### src/rtl/dtimer_pkg.sv
package dtimer_pkg;

    // Byte offsets decoded by the register port
    localparam logic [7:0] OFF_LOAD   = 8'h00;
    localparam logic [7:0] OFF_COUNT  = 8'h04;
    localparam logic [7:0] OFF_CTRL   = 8'h08;
    localparam logic [7:0] OFF_ACK    = 8'h0C;
    localparam logic [7:0] OFF_STAT   = 8'h10;
    localparam logic [7:0] OFF_GSTAT  = 8'hA0;
    localparam logic [7:0] OFF_GACK   = 8'hA4;
    localparam logic [7:0] OFF_GRAW   = 8'hA8;
    localparam logic [7:0] OFF_VER    = 8'hAC;

    localparam int CTRL_W = 3;

    // Control word: bit2 mask, bit1 periodic, bit0 enable
    typedef struct packed {
        logic mask;
        logic periodic;
        logic run;
    } ctrl_t;

    typedef enum logic [3:0] {
        RS_NONE,
        RS_LOAD,
        RS_COUNT,
        RS_CTRL,
        RS_ACK,
        RS_STAT,
        RS_GSTAT,
        RS_GACK,
        RS_GRAW,
        RS_VER
    } rsel_e;

endpackage

### src/rtl/dtimer_apb_dec.sv
module dtimer_apb_dec
    import dtimer_pkg::*;
#(
    parameter int ADDR_W = 8
) (
    input  logic              psel,
    input  logic              penable,
    input  logic              pwrite,
    input  logic [ADDR_W-1:0] paddr,
    output logic              wr_load,
    output logic              wr_ctrl,
    output logic              ack_rd,
    output rsel_e             rsel
);

    logic acc_wr;
    logic acc_rd;
    logic rd_sel;

    assign acc_wr = psel && penable && pwrite;
    assign acc_rd = psel && penable && !pwrite;
    assign rd_sel = psel && !pwrite;

    always_comb begin
        wr_load = acc_wr && (paddr == ADDR_W'(OFF_LOAD));
        wr_ctrl = acc_wr && (paddr == ADDR_W'(OFF_CTRL));
        ack_rd  = acc_rd && ((paddr == ADDR_W'(OFF_ACK)) ||
                             (paddr == ADDR_W'(OFF_GACK)));
    end

    always_comb begin
        rsel = RS_NONE;
        if (rd_sel) begin
            if      (paddr == ADDR_W'(OFF_LOAD))  rsel = RS_LOAD;
            else if (paddr == ADDR_W'(OFF_COUNT)) rsel = RS_COUNT;
            else if (paddr == ADDR_W'(OFF_CTRL))  rsel = RS_CTRL;
            else if (paddr == ADDR_W'(OFF_ACK))   rsel = RS_ACK;
            else if (paddr == ADDR_W'(OFF_STAT))  rsel = RS_STAT;
            else if (paddr == ADDR_W'(OFF_GSTAT)) rsel = RS_GSTAT;
            else if (paddr == ADDR_W'(OFF_GACK))  rsel = RS_GACK;
            else if (paddr == ADDR_W'(OFF_GRAW))  rsel = RS_GRAW;
            else if (paddr == ADDR_W'(OFF_VER))   rsel = RS_VER;
        end
    end

endmodule

### src/rtl/dtimer_cfg.sv
module dtimer_cfg
    import dtimer_pkg::*;
#(
    parameter int CNT_W = 32
) (
    input  logic             clk,
    input  logic             rst_n,
    input  logic             wr_load,
    input  logic             wr_ctrl,
    input  logic [CNT_W-1:0] wdata,
    output ctrl_t            ctrl,
    output logic [CNT_W-1:0] load_val,
    output logic             start
);

    typedef struct packed {
        ctrl_t            ctrl;
        logic [CNT_W-1:0] load;
    } cfg_state_t;

    cfg_state_t st_d, st_q;
    ctrl_t      wr_ctrl_val;

    assign wr_ctrl_val = ctrl_t'(wdata[CTRL_W-1:0]);

    always_comb begin
        st_d = st_q;
        if (wr_load) begin
            st_d.load = wdata;
        end
        if (wr_ctrl) begin
            st_d.ctrl = wr_ctrl_val;
        end
    end

    always_ff @(posedge clk) begin
        if (!rst_n) begin
            st_q <= '0;
        end else begin
            st_q <= st_d;
        end
    end

    // Start pulse: enable going from 0 to 1 through a control write
    assign start    = wr_ctrl && wr_ctrl_val.run && !st_q.ctrl.run;
    assign ctrl     = st_q.ctrl;
    assign load_val = st_q.load;

endmodule

### src/rtl/dtimer_counter.sv
module dtimer_counter #(
    parameter int CNT_W = 32
) (
    input  logic             clk,
    input  logic             rst_n,
    input  logic             run,
    input  logic             periodic,
    input  logic             start,
    input  logic [CNT_W-1:0] load_val,
    output logic [CNT_W-1:0] count,
    output logic             wrap
);

    localparam logic [CNT_W-1:0] FREE_TOP = '1;

    typedef struct packed {
        logic [CNT_W-1:0] cnt;
    } cnt_state_t;

    cnt_state_t st_d, st_q;
    logic       at_zero;

    assign at_zero = (st_q.cnt == '0);

    always_comb begin
        st_d = st_q;
        wrap = 1'b0;
        if (start) begin
            st_d.cnt = load_val;
        end else if (run) begin
            if (at_zero) begin
                wrap     = 1'b1;
                st_d.cnt = periodic ? load_val : FREE_TOP;
            end else begin
                st_d.cnt = st_q.cnt - 1'b1;
            end
        end
    end

    always_ff @(posedge clk) begin
        if (!rst_n) begin
            st_q <= '0;
        end else begin
            st_q <= st_d;
        end
    end

    assign count = st_q.cnt;

endmodule

### src/rtl/dtimer_irq.sv
module dtimer_irq (
    input  logic clk,
    input  logic rst_n,
    input  logic wrap,
    input  logic ack,
    input  logic mask,
    output logic raw,
    output logic masked
);

    typedef struct packed {
        logic flag;
    } irq_state_t;

    irq_state_t st_d, st_q;

    always_comb begin
        st_d = st_q;
        // A new event on the same edge outranks the clear
        if (wrap) begin
            st_d.flag = 1'b1;
        end else if (ack) begin
            st_d.flag = 1'b0;
        end
    end

    always_ff @(posedge clk) begin
        if (!rst_n) begin
            st_q <= '0;
        end else begin
            st_q <= st_d;
        end
    end

    assign raw    = st_q.flag;
    assign masked = st_q.flag && !mask;

endmodule

### src/rtl/apb_dtimer.sv
module apb_dtimer
    import dtimer_pkg::*;
#(
    parameter int          ADDR_W  = 8,
    parameter int          DATA_W  = 32,
    parameter int          CNT_W   = 32,
    parameter logic [31:0] VERSION = 32'h0002_0105
) (
    input  logic              clk,
    input  logic              rst_n,
    input  logic              psel,
    input  logic              penable,
    input  logic              pwrite,
    input  logic [ADDR_W-1:0] paddr,
    input  logic [DATA_W-1:0] pwdata,
    output logic [DATA_W-1:0] prdata,
    output logic              pready,
    output logic              irq_o
);

    logic             wr_load;
    logic             wr_ctrl;
    logic             ack_rd;
    rsel_e            rsel;
    ctrl_t            ctrl;
    logic [CNT_W-1:0] load_val;
    logic [CNT_W-1:0] count;
    logic             start;
    logic             wrap;
    logic             raw_flag;
    logic             masked_flag;
    logic             ctrl_run;
    logic             ctrl_periodic;
    logic             ctrl_mask;

    dtimer_apb_dec #(.ADDR_W(ADDR_W)) u_dec (
        .psel    (psel),
        .penable (penable),
        .pwrite  (pwrite),
        .paddr   (paddr),
        .wr_load (wr_load),
        .wr_ctrl (wr_ctrl),
        .ack_rd  (ack_rd),
        .rsel    (rsel)
    );

    dtimer_cfg #(.CNT_W(CNT_W)) u_cfg (
        .clk      (clk),
        .rst_n    (rst_n),
        .wr_load  (wr_load),
        .wr_ctrl  (wr_ctrl),
        .wdata    (pwdata[CNT_W-1:0]),
        .ctrl     (ctrl),
        .load_val (load_val),
        .start    (start)
    );

    assign ctrl_run      = ctrl.run;
    assign ctrl_periodic = ctrl.periodic;
    assign ctrl_mask     = ctrl.mask;

    dtimer_counter #(.CNT_W(CNT_W)) u_cnt (
        .clk      (clk),
        .rst_n    (rst_n),
        .run      (ctrl_run),
        .periodic (ctrl_periodic),
        .start    (start),
        .load_val (load_val),
        .count    (count),
        .wrap     (wrap)
    );

    dtimer_irq u_irq (
        .clk    (clk),
        .rst_n  (rst_n),
        .wrap   (wrap),
        .ack    (ack_rd),
        .mask   (ctrl_mask),
        .raw    (raw_flag),
        .masked (masked_flag)
    );

    always_comb begin
        prdata = '0;
        case (rsel)
            RS_LOAD:  prdata = DATA_W'(load_val);
            RS_COUNT: prdata = DATA_W'(count);
            RS_CTRL:  prdata = DATA_W'(ctrl);
            RS_ACK,
            RS_GACK,
            RS_GRAW:  prdata = DATA_W'(raw_flag);
            RS_STAT,
            RS_GSTAT: prdata = DATA_W'(masked_flag);
            RS_VER:   prdata = DATA_W'(VERSION);
            default:  prdata = '0;
        endcase
    end

    assign pready = 1'b1;
    assign irq_o  = masked_flag;

endmodule

### config.mk
export PLATFORM = sky130hd
export DESIGN_NAME = apb_dtimer
export DESIGN_NICKNAME = d
export VERILOG_FILES = /design/src/rtl/dtimer_pkg.sv /design/src/rtl/dtimer_apb_dec.sv /design/src/rtl/dtimer_cfg.sv /design/src/rtl/dtimer_counter.sv /design/src/rtl/dtimer_irq.sv /design/src/rtl/apb_dtimer.sv
export SDC_FILE = /design/constraint.sdc
export NUM_CORES = 1
export LEC_CHECK = 0
export ABC_AREA = 1
export BUFFER_PORTS_ARGS = -buffer_cell sky130_fd_sc_hd__buf_2
export CAP_MARGIN = 10
export CORE_ASPECT_RATIO = 0.9
export CORE_MARGIN = 10
export CORE_UTILIZATION = 35
export DETAILED_ROUTE_END_ITERATION = 12
export GPL_TIMING_DRIVEN = 1
export REMOVE_ABC_BUFFERS = 1
export SYNTH_ARGS = -nofsm -noshare
export SYNTH_HDL_FRONTEND = slang
export SYNTH_SLANG_ARGS = --single-unit
### constraint.sdc
create_clock -name clk -period 2.08 [get_ports clk]
set_clock_uncertainty 0.2 [all_clocks]
set_input_delay 0.208 -clock clk [delete_from_list [all_inputs] [get_ports clk]]
set_output_delay 0.208 -clock clk [all_outputs]
set_load 0.05 [all_outputs]
Word level (Yosys, flattened, before mapping)
Index checks and enable logic that the tools add are counted.

Register bits: 68. Bits of input ports: 45. Output and inout bits: 34.

$add $sub $neg: 1. Eq/ne operators: 17. Mux-type cells: 20. Reductions and logical operators: 20.

Operators by type and width (number): 32-bit one-hot mux with 6 select lines (1); 32-bit 2-to-1 mux (4); 4-bit 2-to-1 mux (10); 8-bit == test (second input constant) (4); 32-bit logical NOT (1); 32-bit by 1-bit subtractor with 32-bit output (second input constant) (1); 4-bit by 3-bit == test with 1-bit output (second input constant) (4); 8-bit by 4-bit == test with 1-bit output (second input constant) (2); 1-bit logical AND (10); 4-bit by 2-bit == test with 1-bit output (second input constant) (2); 4-bit == test (second input constant) (2); 8-bit by 3-bit == test with 1-bit output (second input constant) (1); 8-bit by 5-bit == test with 1-bit output (second input constant) (1); 8-bit logical NOT (1); 1-bit 2-to-1 mux (5); 4-bit by 1-bit == test with 1-bit output (second input constant) (1); 2-bit nonzero test (2); 1-bit logical NOT (3); 3-bit OR reduction (1); 2-bit OR reduction (1); 1-bit logical OR (1).

Depth between registers and ports, before layout
Depth after elaboration: 14. Mapped depth: 13. Depth with buffers taken out: 13.

Hierarchy
Synthesis repeated with hierarchy kept, for this count alone.

Cells, all modules: 853. Area total of the unflattened synthesis: 5007.3 µm².

By module, submodules not included: dtimer_counter (instances 1, cells each 505, area each 2805.2 µm²); dtimer_cfg (instances 1, cells each 153, area each 1266.2 µm²); apb_dtimer (instances 1, cells each 132, area each 606.8 µm²); dtimer_apb_dec (instances 1, cells each 55, area each 277.8 µm²); dtimer_irq (instances 1, cells each 8, area each 51.3 µm²).

Worst setup path before layout
OpenSTA, ideal clock, no wires.

Path type: input -> output. Start point: input port paddr[6]. End point: output port prdata[17]. Arrival: 1.850 ns. Required time: 1.672 ns. Slack: -0.178 ns. Stages on the path: 10. Path buffers: 1. Path through: inv_1 -> nand2_1 -> nor2_1 -> nand2_1 -> nand3_2 -> nand2_4 -> nor2_4 -> nand2_2 -> buf_6 -> o211ai_1.

Word-level cells in the longest chain between the ends: 14. Elaborated cells on any way between the ends: 31. Those cells by class: eq/ne (17); mux (11); reduce/logical (3).

Ends and longest elaborated chain: start, declared (RTL line apb_dtimer.sv:14) `input logic [ADDR_W-1:0] paddr,`; 8-bit == test (RTL line dtimer_apb_dec.sv:42) `else if (paddr == ADDR_W'(OFF_VER)) rsel = RS_VER;`; 4-bit 2-to-1 mux (RTL line dtimer_apb_dec.sv:42); 4-bit 2-to-1 mux (RTL line dtimer_apb_dec.sv:41) `else if (paddr == ADDR_W'(OFF_GRAW)) rsel = RS_GRAW;`; 4-bit 2-to-1 mux (RTL line dtimer_apb_dec.sv:40) `else if (paddr == ADDR_W'(OFF_GACK)) rsel = RS_GACK;`; 4-bit 2-to-1 mux (RTL line dtimer_apb_dec.sv:39) `else if (paddr == ADDR_W'(OFF_GSTAT)) rsel = RS_GSTAT;`; 4-bit 2-to-1 mux (RTL line dtimer_apb_dec.sv:38) `else if (paddr == ADDR_W'(OFF_STAT)) rsel = RS_STAT;`; 4-bit 2-to-1 mux (RTL line dtimer_apb_dec.sv:37) `else if (paddr == ADDR_W'(OFF_ACK)) rsel = RS_ACK;`; 4-bit 2-to-1 mux (RTL line dtimer_apb_dec.sv:36) `else if (paddr == ADDR_W'(OFF_CTRL)) rsel = RS_CTRL;`; 4-bit 2-to-1 mux (RTL line dtimer_apb_dec.sv:35) `else if (paddr == ADDR_W'(OFF_COUNT)) rsel = RS_COUNT;`; 4-bit 2-to-1 mux (*) (RTL line dtimer_apb_dec.sv:34) `if (paddr == ADDR_W'(OFF_LOAD)) rsel = RS_LOAD;`; 4-bit 2-to-1 mux (*) (RTL line dtimer_apb_dec.sv:33) `if (rd_sel) begin`; 4-bit by 3-bit == test with 1-bit output or 4-bit == test (tied branches) (RTL line apb_dtimer.sv:85) `case (rsel)`; 3-bit OR reduction or 2-bit OR reduction (tied branches) (RTL line apb_dtimer.sv:85); 32-bit one-hot mux with 6 select lines (*) (RTL line apb_dtimer.sv:85); end, declared (RTL line apb_dtimer.sv:16) `output logic [DATA_W-1:0] prdata,`.

Every way passes the cells marked *; elsewhere a longest branch is shown, timed or not.

Worst setup path in the final report
Start point: input port paddr[3]. End point: output port prdata[11].

The elaborated chain is that of the path after synthesis.

==> flow_summary.yaml <==
timing:
  tns_ns: -1.17
  setup_ws_ns: -0.0708
  whs_ns: 0.0287
  period_minus_slack_ns: 2.15
  hold_viol: 0
  setup_viol: 31
  fmax_ghz: 0.465
  period_share_pct: 103
  slew_violations: 0
  rsz0062_at_grt: "true"
cells_and_area:
  synthToLayoutAreaGrowth_pct: 50.5
  drive_gt1_share_pct: 31.4
  nFillCells: 1339
  final_net_count: 994
  final-seq-area_sq_um: 1360
  multi_input_area_sq_um: 3420
  instances_no_fill: 1140
  fin_util_pct: 54.5
  antenna_cells: 0
  final_design_area_no_fill_sq_um: 7390
clock_tree:
  cts.sinks: 68
  cts_buffers: 9
  clk_pin_slew_ns: 0.06
  clk_latency_ns: 0.35
  max-clock-path-buffers: 2
  cts-htree-levels: 3
  root_buffer: "clkbuf_16"
  cts_tree: "yes"
grt:
  grt_max_degree: 33
  antenna_found_initial: 0
  grt_first_pass_wirelength_microns: 28100
  grt_pass1_vias: 5316
  globalRouteOverflowTotal: 0
  grt_use_total_pct: 18.3
logic_synthesis:
  synth-simple-area-share_pct: 34.4
  yosys.area.top_type: "dfxtp_1"
  yosysWarnings: 0
  synth_compound_area_share_pct: 24.1
  synthDistinctLibCells: 37
  synth_area_leaders: "dfxtp_1, nand2_1, nor2_1"
  synthMuxAreaShare_pct: 0
  syn_avg_cell_area_sq_um: 6.37
  synth_xor_area_share_pct: 2.14
  syn_inst: 771
  yosysSeqAreaShare_pct: 27.7
  synth_top_area_share_pct: 27.7
  synth_top_family_by_area: "simple AND/OR/NAND/NOR gates"
  synth_area_sq_um: 4910
  synth-seq-cells: 68
  synthAdderAreaFrac_pct: 0.509
die:
  fp.dieArea_sq_um: 19200
  rows: 40
  fp.dieW_microns: 145
  io_pins: 79
  dieHeight_microns: 132
  core_sq_um: 13600
  floorplan.initialDensity_pct: 36.2
detailed_routing:
  wire_per_inst_microns: 16.0
  drc: 0
  antenna_left: 0
  vias: 5696
  routed_wl_microns: 18300
  vias_per_cell: 5.00
  drtPass1Iterations: 5
  first_iter_violations: 366
min_path:
  hold_class: "in2reg"
  hold_start: "rst_n"
placed_design:
  gp_congestion: 0.969
  dp_cells: 1085
  io_buffers: 77
  dp_hpwl_microns: 13500
  post_dp_cell_area_sq_um: 6010
  post-place-ws_ns: -0.217
outcome:
  violations: "setup timing"
  status: "finished, violations left"
critical_path:
  path_max_fanout: 10
  crit_chain: "buf_4 > inv_1 > buf_4 > nor3_1 > buf_4 > nand3_2 > nand2_4 > nor2_8 > inv_4 > buf_12 > o22ai_2 > buf_6"
  cp-startpoint: "paddr[3]"
  max_stage_delay_ns: 0.20
  path_class: "in2out"
  cp-end-kind: "output pin"
  rr_startpoint: "u_cnt.count[1]"
  crit_top_cell: "buf_4"
  cp-start-kind: "input pin"
  critical_path_arrival_ns: 1.74
  crit_slowest_cell: "nor3_1"
  crit_required_ns: 1.67
job:
  drv_cap: 0
pwr:
  ir_drop_uv: 377
  p_total_mw: 3.09
  power.leakage_nw: 3.33
  p_per_area_nw_per_um2: 419
## worst max-delay path, delay by kind of cell
| kind | cells | cell delay (ns) |
|---|---|---|
| buffers and inverters | 7 | 0.91 |
| AND/OR/NAND/NOR | 4 | 0.52 |
| AO/OA/AOI/OAI | 1 | 0.09 |
## registers in the layout (all words and copies together), names as in the netlist
name and cells:
u_irq.raw 1, u_cfg.ctrl 3, u_cfg.load_val 32, u_cnt.count 32
## layer usage
metal	global-route usage, %	wire length (microns)
met1	25.9	8760
met2	26.9	7900
met3	4.00	1310
met4	5.11	310
met5	0	0
## layout by cell type (no fill, tap or decap), types with 12 or more instances in the layout
master           n
a21oi_1         67
a22oi_1         14
nand2_2         18
o22ai_4         20
dfxtp_1         68
inv_1           83
nor2_2          20
inv_2           12
dlygate4sd3_1   32
o21ai_0         67
nor2_1          79
nor2_4          15
buf_4           75
buf_2           40
nand2_1        155
buf_6           33
nand3_1         44
## power by group
group	internal, mW	switching (mW)
sequential	1.30	0.000693
combinational	0.128	0.129
clock	0.920	0.612
total	2.35	0.742
## repair_timing
action / in CTS / in global routing
pin swaps: 8 / 20
gates cloned: 0 / 2
setup endpoints to repair: 34 / 54
hold endpoints to repair: 34 / 0
buffers inserted: 3 / 3
resized for setup: 86 / 90
hold buffers: 32 / 0
## cells in the mapped netlist, drive strengths merged
cell    number
conb         1
o21ai       80
o211ai       8
nand4        7
dfxtp       68
nor2       116
and2         1
clkbuf      14
o21bai       1
xnor2        1
and3         1
a22oi       14
o22ai       23
inv         99
nor4         1
xor2        11
ha           2
clkinv       1
buf         15
nand3       53
a21oi       68
or2          1
nor3         3
nand2      182
## layout make-up
type / count / share of cell area (%)
Clock buffer: 9 / 3.05
Multi-Input combinational cell: 575 / 46.2
Sequential cell: 68 / 18.4
Inverter: 100 / 5.21
Clock inverter: 6 / 0.897
Timing Repair Buffer: 193 / 23.0
Tap cell: 189 / 3.20
## kinds of logic (layout without fill, tap and decap cells)
logic type               Yosys count  after routing
adder cells (fa/ha/maj)            2              2
flip-flops                        68             68
AO/OA/AOI/OAI                    194            194
other                              1              1
XOR/XNOR                          12             12
buffers and inverters            129            308
AND/OR/NAND/NOR                  365            366
## worst paths after layout
kind / end / slack [ns] / depth (start not counted)
worst max-delay path: prdata[11] / -0.07 / 12
worst min-delay path: u_cnt.count[27] / 0.03 / 3
worst max register to register: u_cnt.count[7] / 0.14 / 11
worst min register to register: u_cfg.load_val[1] / 0.28 / 2
Power figures use the tool's default switching activity.
